$ cat src/rtl/region_map_pkg.sv
package region_map_pkg;

  typedef enum logic [1:0] {
    LVL_NONE = 2'd0,
    LVL_BLK1 = 2'd1,
    LVL_BLK2 = 2'd2,
    LVL_PAGE = 2'd3
  } lvl_e;

  typedef enum logic {
    ST_IDLE = 1'b0,
    ST_RUN  = 1'b1
  } st_e;

endpackage

$ cat src/rtl/region_map_fit.sv
// Piece end at one block level and whether a block of that level fits there.
module region_map_fit #(
  parameter int EW = 50,
  parameter int SH = 30
) (
  input  logic [EW-1:0] cur_i,
  input  logic [EW-1:0] lim_i,
  input  logic [EW-1:0] pa_i,
  input  logic          no_blk_i,
  output logic [EW-1:0] end_o,
  output logic          fit_o
);
  localparam logic [EW-1:0] SPAN = {{(EW-1){1'b0}}, 1'b1} << SH;
  localparam logic [EW-1:0] LOW  = SPAN - 1'b1;

  logic [EW-1:0] nxt;

  assign nxt   = (cur_i & ~LOW) + SPAN;
  assign end_o = (nxt < lim_i) ? nxt : lim_i;
  assign fit_o = !no_blk_i && (((cur_i | end_o | pa_i) & LOW) == '0);
endmodule

$ cat src/rtl/region_map_cont.sv
// Contiguous-group test: aligned group wholly inside the job, offsets agree.
module region_map_cont #(
  parameter int EW = 50,
  parameter int SH = 16
) (
  input  logic [EW-1:0] cur_i,
  input  logic [EW-1:0] vst_i,
  input  logic [EW-1:0] vend_i,
  input  logic [EW-1:0] pa_i,
  input  logic          no_cont_i,
  output logic          hint_o
);
  localparam logic [EW-1:0] SPAN = {{(EW-1){1'b0}}, 1'b1} << SH;
  localparam logic [EW-1:0] LOW  = SPAN - 1'b1;

  logic [EW-1:0] grp_lo, grp_hi;

  assign grp_lo = cur_i & ~LOW;
  assign grp_hi = grp_lo + SPAN;
  assign hint_o = !no_cont_i && (grp_lo >= vst_i) && (grp_hi <= vend_i) &&
                  (((cur_i ^ pa_i) & LOW) == '0);
endmodule

$ cat src/rtl/region_map_seq.sv
module region_map_seq
  import region_map_pkg::*;
#(
  parameter int AW      = 48,
  parameter int LW      = 48,
  parameter int ATTR_W  = 8,
  parameter int PAGE_SH = 12,
  parameter int IDX_W   = 9,
  parameter int CONT_SH = 4
) (
  input  logic              clk_i,
  input  logic              rst_ni,
  input  logic              job_valid_i,
  output logic              job_ready_o,
  input  logic [AW-1:0]     job_va_i,
  input  logic [AW-1:0]     job_pa_i,
  input  logic [LW-1:0]     job_len_i,
  input  logic              job_no_blk_i,
  input  logic              job_no_cont_i,
  input  logic [ATTR_W-1:0] job_attr_i,
  output logic              cmd_valid_o,
  input  logic              cmd_ready_i,
  output logic [1:0]        cmd_level_o,
  output logic [AW-1:0]     cmd_va_o,
  output logic [AW-1:0]     cmd_pa_o,
  output logic              cmd_cont_o,
  output logic [ATTR_W-1:0] cmd_attr_o,
  output logic              done_o,
  output logic              err_o
);
  localparam int L2_SH = PAGE_SH + IDX_W;
  localparam int L1_SH = L2_SH + IDX_W;
  // headroom so start + length and boundary rounding never wrap
  localparam int EW    = ((AW > LW) ? AW : LW) + 2;

  localparam logic [EW-1:0] PG_SPAN  = {{(EW-1){1'b0}}, 1'b1} << PAGE_SH;
  localparam logic [EW-1:0] PG_LOW   = PG_SPAN - 1'b1;
  localparam logic [AW-1:0] PG_LOW_A = ({{(AW-1){1'b0}}, 1'b1} << PAGE_SH) - 1'b1;

  st_e               st_q;
  logic [EW-1:0]     cur_q, end_q, vst_q;
  logic [AW-1:0]     pa_q;
  logic              no_blk_q, no_cont_q;
  logic [ATTR_W-1:0] attr_q;
  logic              done_q, err_q;

  logic [EW-1:0] va_ext, lim_raw, pa_ext;
  logic          offs_bad, len_zero, take_job, fire;

  assign va_ext   = EW'(job_va_i);
  assign lim_raw  = (va_ext + EW'(job_len_i) + PG_LOW) & ~PG_LOW;
  assign offs_bad = |((job_va_i ^ job_pa_i) & PG_LOW_A);
  assign len_zero = (job_len_i == '0);
  assign take_job = job_valid_i && (st_q == ST_IDLE);
  assign pa_ext   = EW'(pa_q);

  // index 0: 1GB level / 32MB block groups; index 1: 2MB level / 64KB page groups
  logic [EW-1:0] lvl_end [2];
  logic [1:0]    lvl_fit;
  logic [1:0]    grp_hint;

  for (genvar g = 0; g < 2; g++) begin : g_lvl
    localparam int FSH = (g == 0) ? L1_SH : L2_SH;
    localparam int CSH = ((g == 0) ? L2_SH : PAGE_SH) + CONT_SH;

    region_map_fit #(.EW(EW), .SH(FSH)) u_fit (
      .cur_i    (cur_q),
      .lim_i    (end_q),
      .pa_i     (pa_ext),
      .no_blk_i (no_blk_q),
      .end_o    (lvl_end[g]),
      .fit_o    (lvl_fit[g])
    );

    region_map_cont #(.EW(EW), .SH(CSH)) u_cont (
      .cur_i     (cur_q),
      .vst_i     (vst_q),
      .vend_i    (end_q),
      .pa_i      (pa_ext),
      .no_cont_i (no_cont_q),
      .hint_o    (grp_hint[g])
    );
  end

  lvl_e          step_lvl;
  logic [EW-1:0] step_end;
  logic          step_cont;

  always_comb begin
    if (lvl_fit[0]) begin
      step_lvl  = LVL_BLK1;
      step_end  = lvl_end[0];
      step_cont = 1'b0;
    end else if (lvl_fit[1]) begin
      step_lvl  = LVL_BLK2;
      step_end  = lvl_end[1];
      step_cont = grp_hint[0];
    end else begin
      step_lvl  = LVL_PAGE;
      step_end  = cur_q + PG_SPAN;
      step_cont = grp_hint[1];
    end
  end

  assign cmd_valid_o = (st_q == ST_RUN) && (cur_q != end_q);
  assign fire        = cmd_valid_o && cmd_ready_i;

  always_ff @(posedge clk_i or negedge rst_ni) begin
    if (!rst_ni) begin
      st_q      <= ST_IDLE;
      cur_q     <= '0;
      end_q     <= '0;
      vst_q     <= '0;
      pa_q      <= '0;
      no_blk_q  <= 1'b0;
      no_cont_q <= 1'b0;
      attr_q    <= '0;
      done_q    <= 1'b0;
      err_q     <= 1'b0;
    end else begin
      done_q <= 1'b0;
      err_q  <= 1'b0;
      if (take_job) begin
        if (offs_bad) begin
          err_q <= 1'b1;
        end else if (len_zero) begin
          done_q <= 1'b1;
        end else begin
          st_q      <= ST_RUN;
          cur_q     <= va_ext & ~PG_LOW;
          vst_q     <= va_ext & ~PG_LOW;
          end_q     <= lim_raw;
          pa_q      <= job_pa_i & ~PG_LOW_A;
          no_blk_q  <= job_no_blk_i;
          no_cont_q <= job_no_cont_i;
          attr_q    <= job_attr_i;
        end
      end else if (st_q == ST_RUN) begin
        if (cur_q == end_q) begin
          done_q <= 1'b1;
          st_q   <= ST_IDLE;
        end else if (fire) begin
          cur_q <= step_end;
          pa_q  <= pa_q + AW'(step_end - cur_q);
        end
      end
    end
  end

  assign job_ready_o = (st_q == ST_IDLE);
  assign cmd_level_o = step_lvl;
  assign cmd_va_o    = cur_q[AW-1:0];
  assign cmd_pa_o    = pa_q;
  assign cmd_cont_o  = step_cont;
  assign cmd_attr_o  = attr_q;
  assign done_o      = done_q;
  assign err_o       = err_q;
endmodule

$ cat config.mk
export PLATFORM = sky130hd
export DESIGN_NAME = region_map_seq
export DESIGN_NICKNAME = d
export VERILOG_FILES = /design/src/rtl/region_map_pkg.sv /design/src/rtl/region_map_fit.sv /design/src/rtl/region_map_cont.sv /design/src/rtl/region_map_seq.sv
export SDC_FILE = /design/constraint.sdc
export NUM_CORES = 1
export LEC_CHECK = 0
export CAP_MARGIN = 0
export CORE_MARGIN = 10
export CORE_UTILIZATION = 30
export CTS_CLUSTER_SIZE = 40
export DETAILED_ROUTE_END_ITERATION = 12
export PLACE_DENSITY = 0.58
export SETUP_SLACK_MARGIN = 0.15
export SLEW_MARGIN = 20
export SYNTH_ARGS = -nofsm -noshare
export SYNTH_HDL_FRONTEND = slang
export SYNTH_SLANG_ARGS = --single-unit
$ cat constraint.sdc
create_clock -name clk_i -period 9.45 [get_ports clk_i]
set_clock_uncertainty 0.15 [all_clocks]
set_input_delay 1.4175 -clock clk_i [delete_from_list [all_inputs] [get_ports clk_i]]
set_output_delay 1.4175 -clock clk_i [all_outputs]
set_load 0.03 [all_outputs]
[Word-level counts from Yosys, hierarchy flattened]
Cells that the tools add are included.
Word-level totals
  register bits: 185
  latch bits: 0
  bits in writable memories: 0
  bits in read-only memories: 0
  bits of input ports: 158
  memories: 0
Operators by class
  add/subtract/negate cells: 9
  multiply operators: 0
  div/mod/pow operators: 0
  magnitude comparators: 6
  equality and inequality tests: 5
  shifts and indexed selects: 0
  multiplexer cells: 32
  bitwise logic cells: 9
  reduce and logical (&&, ||, !) cells: 24
Operators with widths (count)
  $mux W50: 10
  $mux W48: 6
  $logic_not A50 Y1: 4
  $ge A50 B48 Y1: 2
  $le A50 B50 Y1: 2
  $lt A50 B50 Y1: 2
  $or A30 B30 Y30: 2
  $add A49 B12 Y50 const B: 1
  $add A50 B13 Y50 const B: 1
  $add A50 B17 Y50 const B: 1
  $add A50 B22 Y50 const B: 1
  $add A50 B26 Y50 const B: 1
  $add A50 B31 Y50 const B: 1
  $eq A50 B50 Y1: 1
  $ne A50 B50 Y1: 1
  $add A48 B48 Y49: 1
  $add A48 B48 Y48: 1
  $logic_not A48 Y1: 1
  $sub A48 B48 Y48: 1
  $or A21 B21 Y21: 2
  $xor A25 B25 Y25: 1
  $mux W1: 15
  $reduce_or A12 Y1: 1
  $xor A12 B12 Y12: 1
  other kinds (9): 25

[Logic depth before layout (Yosys ltp)]
  depth after elaboration: 15
  depth in mapped cells: 35
  mapped depth without buffers: 31

[Modules after synthesis]
From an unflattened synthesis, not the netlist that was laid out.
Second synthesis, totals
  cell total of the unflattened synthesis: 3331
  area total of the unflattened synthesis: 25779.7 um^2
Modules (own cells, without submodules)
  region_map_seq: instances 1, cells each 2196, area an instance 17544.3 um^2, seq. area each 4629.4 um^2
  region_map_cont (g_lvl[1].u_cont): instances 1, cells each 365, area an instance 2543.7 um^2, seq. area each 0.0 um^2
  region_map_cont (g_lvl[0].u_cont): instances 1, cells each 292, area an instance 2067.0 um^2, seq. area each 0.0 um^2
  region_map_fit (g_lvl[1].u_fit): instances 1, cells each 263, area an instance 2014.4 um^2, seq. area each 0.0 um^2
  region_map_fit (g_lvl[0].u_fit): instances 1, cells each 215, area an instance 1610.3 um^2, seq. area each 0.0 um^2

[Worst setup path after synthesis]
OpenSTA, ideal clock, no wires.
  path kind: reg-to-reg
  from: register cur_q[30]
  to: register pa_q[46], in the netlist cmd_pa_o[46]
  library setup time: 0.137 ns
  data arrival time: 7.258 ns
  data required time: 9.163 ns
  setup slack: 1.904 ns
  stages on the path, launching flop included: 34
  path through: dfrtp_1 -> ha_1 -> nand3_1 -> or4_1 -> nor2_1 -> nand3_1 -> nor2_1 -> nand2_1 -> xnor2_1 -> ha_1 -> nand4_1 -> nor4_1 -> nand4_1 -> o211ai_4 -> o21bai_4 -> and2_4 -> buf_6 -> nor2_2 -> buf_4 -> buf_2 -> nand2_1 -> fa_1 -> inv_1 -> fa_1 -> a211oi_1 -> nor2_1 -> o211ai_1 -> a21oi_1 -> nor3b_1 -> o2111ai_1 -> o21a_1 -> o221ai_1 -> xor2_1 -> a21oi_1
On the way
  cells in the longest elaborated chain, start to end: 15
Ends and longest elaborated chain
  start: declaration: RTL line region_map_seq.sv:41  | logic [EW-1:0] cur_q, end_q, vst_q;
  start signal: assignment: RTL line region_map_seq.sv:130  | cur_q <= va_ext & ~PG_LOW;
  start signal: assignment: RTL line region_map_seq.sv:143  | cur_q <= step_end;
  $add A50 B22 Y50: RTL line region_map_fit.sv:18  | assign nxt = (cur_i & ~LOW) + SPAN;
  $lt A50 B50 Y1: RTL line region_map_fit.sv:19  | assign end_o = (nxt < lim_i) ? nxt : lim_i;
  $mux W50: RTL line region_map_fit.sv:19
  $or A21 B21 Y21 (2 in a row): RTL line region_map_fit.sv:20  | assign fit_o = !no_blk_i && (((cur_i | end_o | pa_i) & LOW) == '0);
  $logic_not A50 Y1: RTL line region_map_fit.sv:20
  $logic_and A1 B1 Y1: RTL line region_map_fit.sv:20
  $mux W50: RTL line region_map_seq.sv:94  | end else if (lvl_fit[1]) begin
  $mux W50: RTL line region_map_seq.sv:90  | if (lvl_fit[0]) begin
  $sub A48 B48 Y48: RTL line region_map_seq.sv:144  | pa_q <= pa_q + AW'(step_end - cur_q);
  $add A48 B48 Y48: RTL line region_map_seq.sv:144
  $mux W48: RTL line region_map_seq.sv:142  | end else if (fire) begin
  $mux W48: RTL line region_map_seq.sv:139  | if (cur_q == end_q) begin
  $mux W48: RTL line region_map_seq.sv:138  | end else if (st_q == ST_RUN) begin
  $mux W48: RTL line region_map_seq.sv:123  | if (take_job) begin
  end signal: assignment: RTL line region_map_seq.sv:133  | pa_q <= job_pa_i & ~PG_LOW_A;
  end signal: assignment: RTL line region_map_seq.sv:144
  end: declaration: RTL line region_map_seq.sv:42  | logic [AW-1:0] pa_q;
Parallel ways exist; a longest one is shown, timed or not. The select of a mux whose other input is x is not followed.
A chain may end at the register's enable or synchronous reset.

[Worst setup path after layout]
  from: register cur_q[34]
  to: register pa_q[46], in the netlist cmd_pa_o[46]
Same word-level chain as after synthesis.

==> out/metrics.cfg <==
[synth]
count_of_flip_flops_with_a_built_in_enable_after_synthesis=0
synth_cell_area_sq_um=22300
synth_seq_area_share=0.208
postSynthRegisterBits=185
synthDominantCellAreaShare=0.208
synth.top_cells.by_area=sky130_fd_sc_hd__dfrtp_1 (21%), sky130_fd_sc_hd__ha_1 (17%), sky130_fd_sc_hd__xnor2_1 (7.2%)
synth_async_sr_flop_share=1.00
yosys_warning_total=0
syn_nets=3331
synthFlopType=sky130_fd_sc_hd__dfrtp_1
netlist_instances=2815
post_synth.cell_area_avg_sq_um=7.92
yosys.cell_types.count=89
synth.largest_area_cell=sky130_fd_sc_hd__dfrtp_1

[detailed_routing]
post_drt_wl_per_cell_microns=24.3
drc=0
drt_iter0_drc=1863
drtAntennaViolNets=0
route.detailed.vias_per_inst=5.49
detailedRoute.firstPassIterationCount=6
total_wire_length_microns=96500
via_count=21800

[sta]
hold_violations=0
tightest_slew_ns=1.10
finalSetupViolations=0
unrepaired_setup_endpoints_after_global_routing=no
relSlewSlack=0.263
slew_violations=0
fin_setup_tns_ns=0
layout_worst_path_cycle_share=0.929
max_clock_freq_mhz=114
post-route-min-period_ns=8.78

[floorplan]
io_pins=269
die_h_microns=293
rows=99
core_area_sq_um=73300
floorplan.die_area_sq_um=85700
floorplan.initialDensity=0.304
die_width_microns=293

[flow_run]
maxCapViolCount=0

[pwr]
powerDensity_nw_per_um2=199
leakage_nw=12.0
total_power_w=0.00528
peak_supply_drop_uv=131
net-switching-power_w=0.00264
power.share.sequential=0.193
p_clk_frac=0.144
internal_power_w=0.00265
switching_share=0.499
power.share.combinational=0.663

[place]
dp.final_hpwl_microns=78400
placed_area_sq_um=25900
dp_cells=3935
io_buffers=268
gp_congestion=1.05

[clocking]
cts_post_setup_buffers_inserted=0
holdBufCountCts=0
clk_path_buf_depth=2
clkTransAtPathRegs_ns=0.08
clock_network_latency_to_the_later_pin_of_the_worst_skew_pair_ns=0.51
h-tree-depth=4
numCtsBuffers=17
post_cts_resize_count=0
root_buffer=sky130_fd_sc_hd__clkbuf_16
cts_tree=yes
cts_num_sinks=185

[grt]
grt_overflow=0
grt_pass1_vias=21700
grt_usage=0.220
grt_start_max_net_pins=70
number_of_antenna_violations_at_the_first_check_in_global_routing=4
grt_first_pass_wirelength_microns=142000

[cells_and_area]
layout.nets=3511
final.fill_count=7865
postLayoutCellArea_sq_um=26500
mostFrequentLayoutCells=sky130_fd_sc_hd__ha_1 (311), sky130_fd_sc_hd__nand2_1 (306), sky130_fd_sc_hd__inv_1 (273)
filler_free_cell_count_of_the_finished_design=3968
final_common_cell=sky130_fd_sc_hd__ha_1
fraction_of_final_layout_cells_with_drive_strength_greater_than_1=0.0499
syn_to_final_growth_pct=18.8

[critical_path]
worst-endpoint-required_ns=9.64
crit_path_max_incr_delay_ns=0.61
worst_ep_arrival_time_ns=8.97
setup.worst_path.end_class=register
path_common_cell=sky130_fd_sc_hd__nand4_1
setup.worst_path.start_class=register
critical_path_cell_with_the_highest_stage_delay=sky130_fd_sc_hd__dfrtp_1
crit_path_kind=reg -> reg
critical_path.max_fanout=20

[min_path]
hold_crit_class=reg -> reg

[outcome]
run_status=complete, no violations

-- final cells by class --
type / instances / area [sq um] / area share
multi-input cells: 2173 / 15800 / 0.596
inverters: 278 / 1040 / 0.0394
clock inverters: 12 / 129 / 0.00486
well taps: 959 / 1200 / 0.0453
repair buffers: 340 / 3240 / 0.122
clock buffers: 20 / 457 / 0.0172
diodes: 1 / 2.50 / 0.0000944
flip-flops and latches: 185 / 4630 / 0.175
-- flip-flops by register name, indices dropped and copies added (netlist names) --
register / cells
no_cont_q: 1
err_o: 1
cmd_pa_o: 48
no_blk_q: 1
vst_q: 36
end_q: 38
st_q: 1
cur_q: 50
done_o: 1
cmd_attr_o: 8
-- cells by family (layout without fill, tap and decap cells) --
group / after synthesis / count (layout) / synth area share
and+or+nand+nor: 850 / 850 / 0.182
AOI/OAI and AO/OA: 692 / 692 / 0.197
buffers and inverters: 457 / 650 / 0.0866
adders and majority gates: 358 / 358 / 0.217
xor gates and xnor gates: 242 / 242 / 0.0950
DFF: 185 / 185 / 0.208
muxes: 31 / 31 / 0.0150
other: 0 / 1 / 0
-- power groups by stage --
stage          registers (W)  logic (W)  clock network, W
5_1_grt              0.00103    0.00388          0.000804
2_1_floorplan        0.00102    0.00240                 0
3_3_place_gp         0.00103    0.00345                 0
4_1_cts              0.00102    0.00346          0.000776
6_report             0.00102    0.00350          0.000761
3_5_place_dp         0.00103    0.00343                 0
-- routing by layer --
layer	wire length, microns	share of wire	track usage	vias up
met2	45100	0.47	0.365	862
met1	39600	0.41	0.270	10500
li1	-	-	-	10200
met5	42	0.00044	0	-
met4	4760	0.049	0.102	6
met3	7030	0.073	0.0464	208
-- stage by stage --
stage,worst slack [ns],hold WS (ns),util
6_report,0.671,0.329,0.361
5_1_grt,0.244,0.353,0.361
4_1_cts,0.497,0.331,0.361
3_5_place_dp,0.574,0.313,0.353
3_3_place_gp,0.846,0.308,0.353
2_1_floorplan,1.90,0.287,-
-- worst max-delay path, delay by kind of cell, from the launching register on --
family / cells / cell delay, ns
AND/OR/NAND/NOR: 13 / 3.61
AO/OA/AOI/OAI: 9 / 2.17
adder cells (fa/ha/maj): 3 / 1.30
flip-flops: 1 / 0.61
buffers and inverters: 3 / 0.47
XOR/XNOR: 2 / 0.27
-- synth_stat cells, types with 13 or more instances --
cell,n
sky130_fd_sc_hd__xor2_1,58
sky130_fd_sc_hd__o211ai_1,31
sky130_fd_sc_hd__ha_1,311
sky130_fd_sc_hd__o22ai_1,13
sky130_fd_sc_hd__buf_4,52
sky130_fd_sc_hd__mux2i_1,21
sky130_fd_sc_hd__a211oi_1,23
sky130_fd_sc_hd__clkbuf_1,105
sky130_fd_sc_hd__xnor2_1,184
sky130_fd_sc_hd__o21ai_0,185
sky130_fd_sc_hd__nand4_1,85
sky130_fd_sc_hd__and3_1,27
sky130_fd_sc_hd__nor4_1,48
sky130_fd_sc_hd__a22oi_1,16
sky130_fd_sc_hd__nand3_1,78
sky130_fd_sc_hd__fa_1,47
sky130_fd_sc_hd__a21oi_1,174
sky130_fd_sc_hd__o21bai_1,19
sky130_fd_sc_hd__a21o_1,97
sky130_fd_sc_hd__nor2_1,185
sky130_fd_sc_hd__nand2_1,308
sky130_fd_sc_hd__a31oi_1,27
sky130_fd_sc_hd__nor3_1,31
sky130_fd_sc_hd__inv_1,273
sky130_fd_sc_hd__dfrtp_1,185
-- path summary, 6_finish.rpt --
| path | end | slack [ns] | cells past startpoint | startpoint |
|---|---|---|---|---|
| worst max-delay path | cmd_pa_o[46]$_DFFE_PN0P_ | 0.67 | 30 | cur_q[34]$_DFFE_PN0P_ |
| worst min-delay path | cmd_attr_o[5]$_DFFE_PN0P_ | 0.33 | 2 | cmd_attr_o[5]$_DFFE_PN0P_ |
| worst max register to register | cmd_pa_o[46]$_DFFE_PN0P_ | 0.67 | 30 | cur_q[34]$_DFFE_PN0P_ |
| worst min register to register | cmd_attr_o[5]$_DFFE_PN0P_ | 0.33 | 2 | cmd_attr_o[5]$_DFFE_PN0P_ |
| max in group asynchronous | vst_q[40]$_DFFE_PN0P_ | 7.02 | 2 | rst_ni |
| min in group asynchronous | cmd_pa_o[15]$_DFFE_PN0P_ | 0.74 | 1 | rst_ni |
Note: power is estimated with default switching activity, not from simulation.
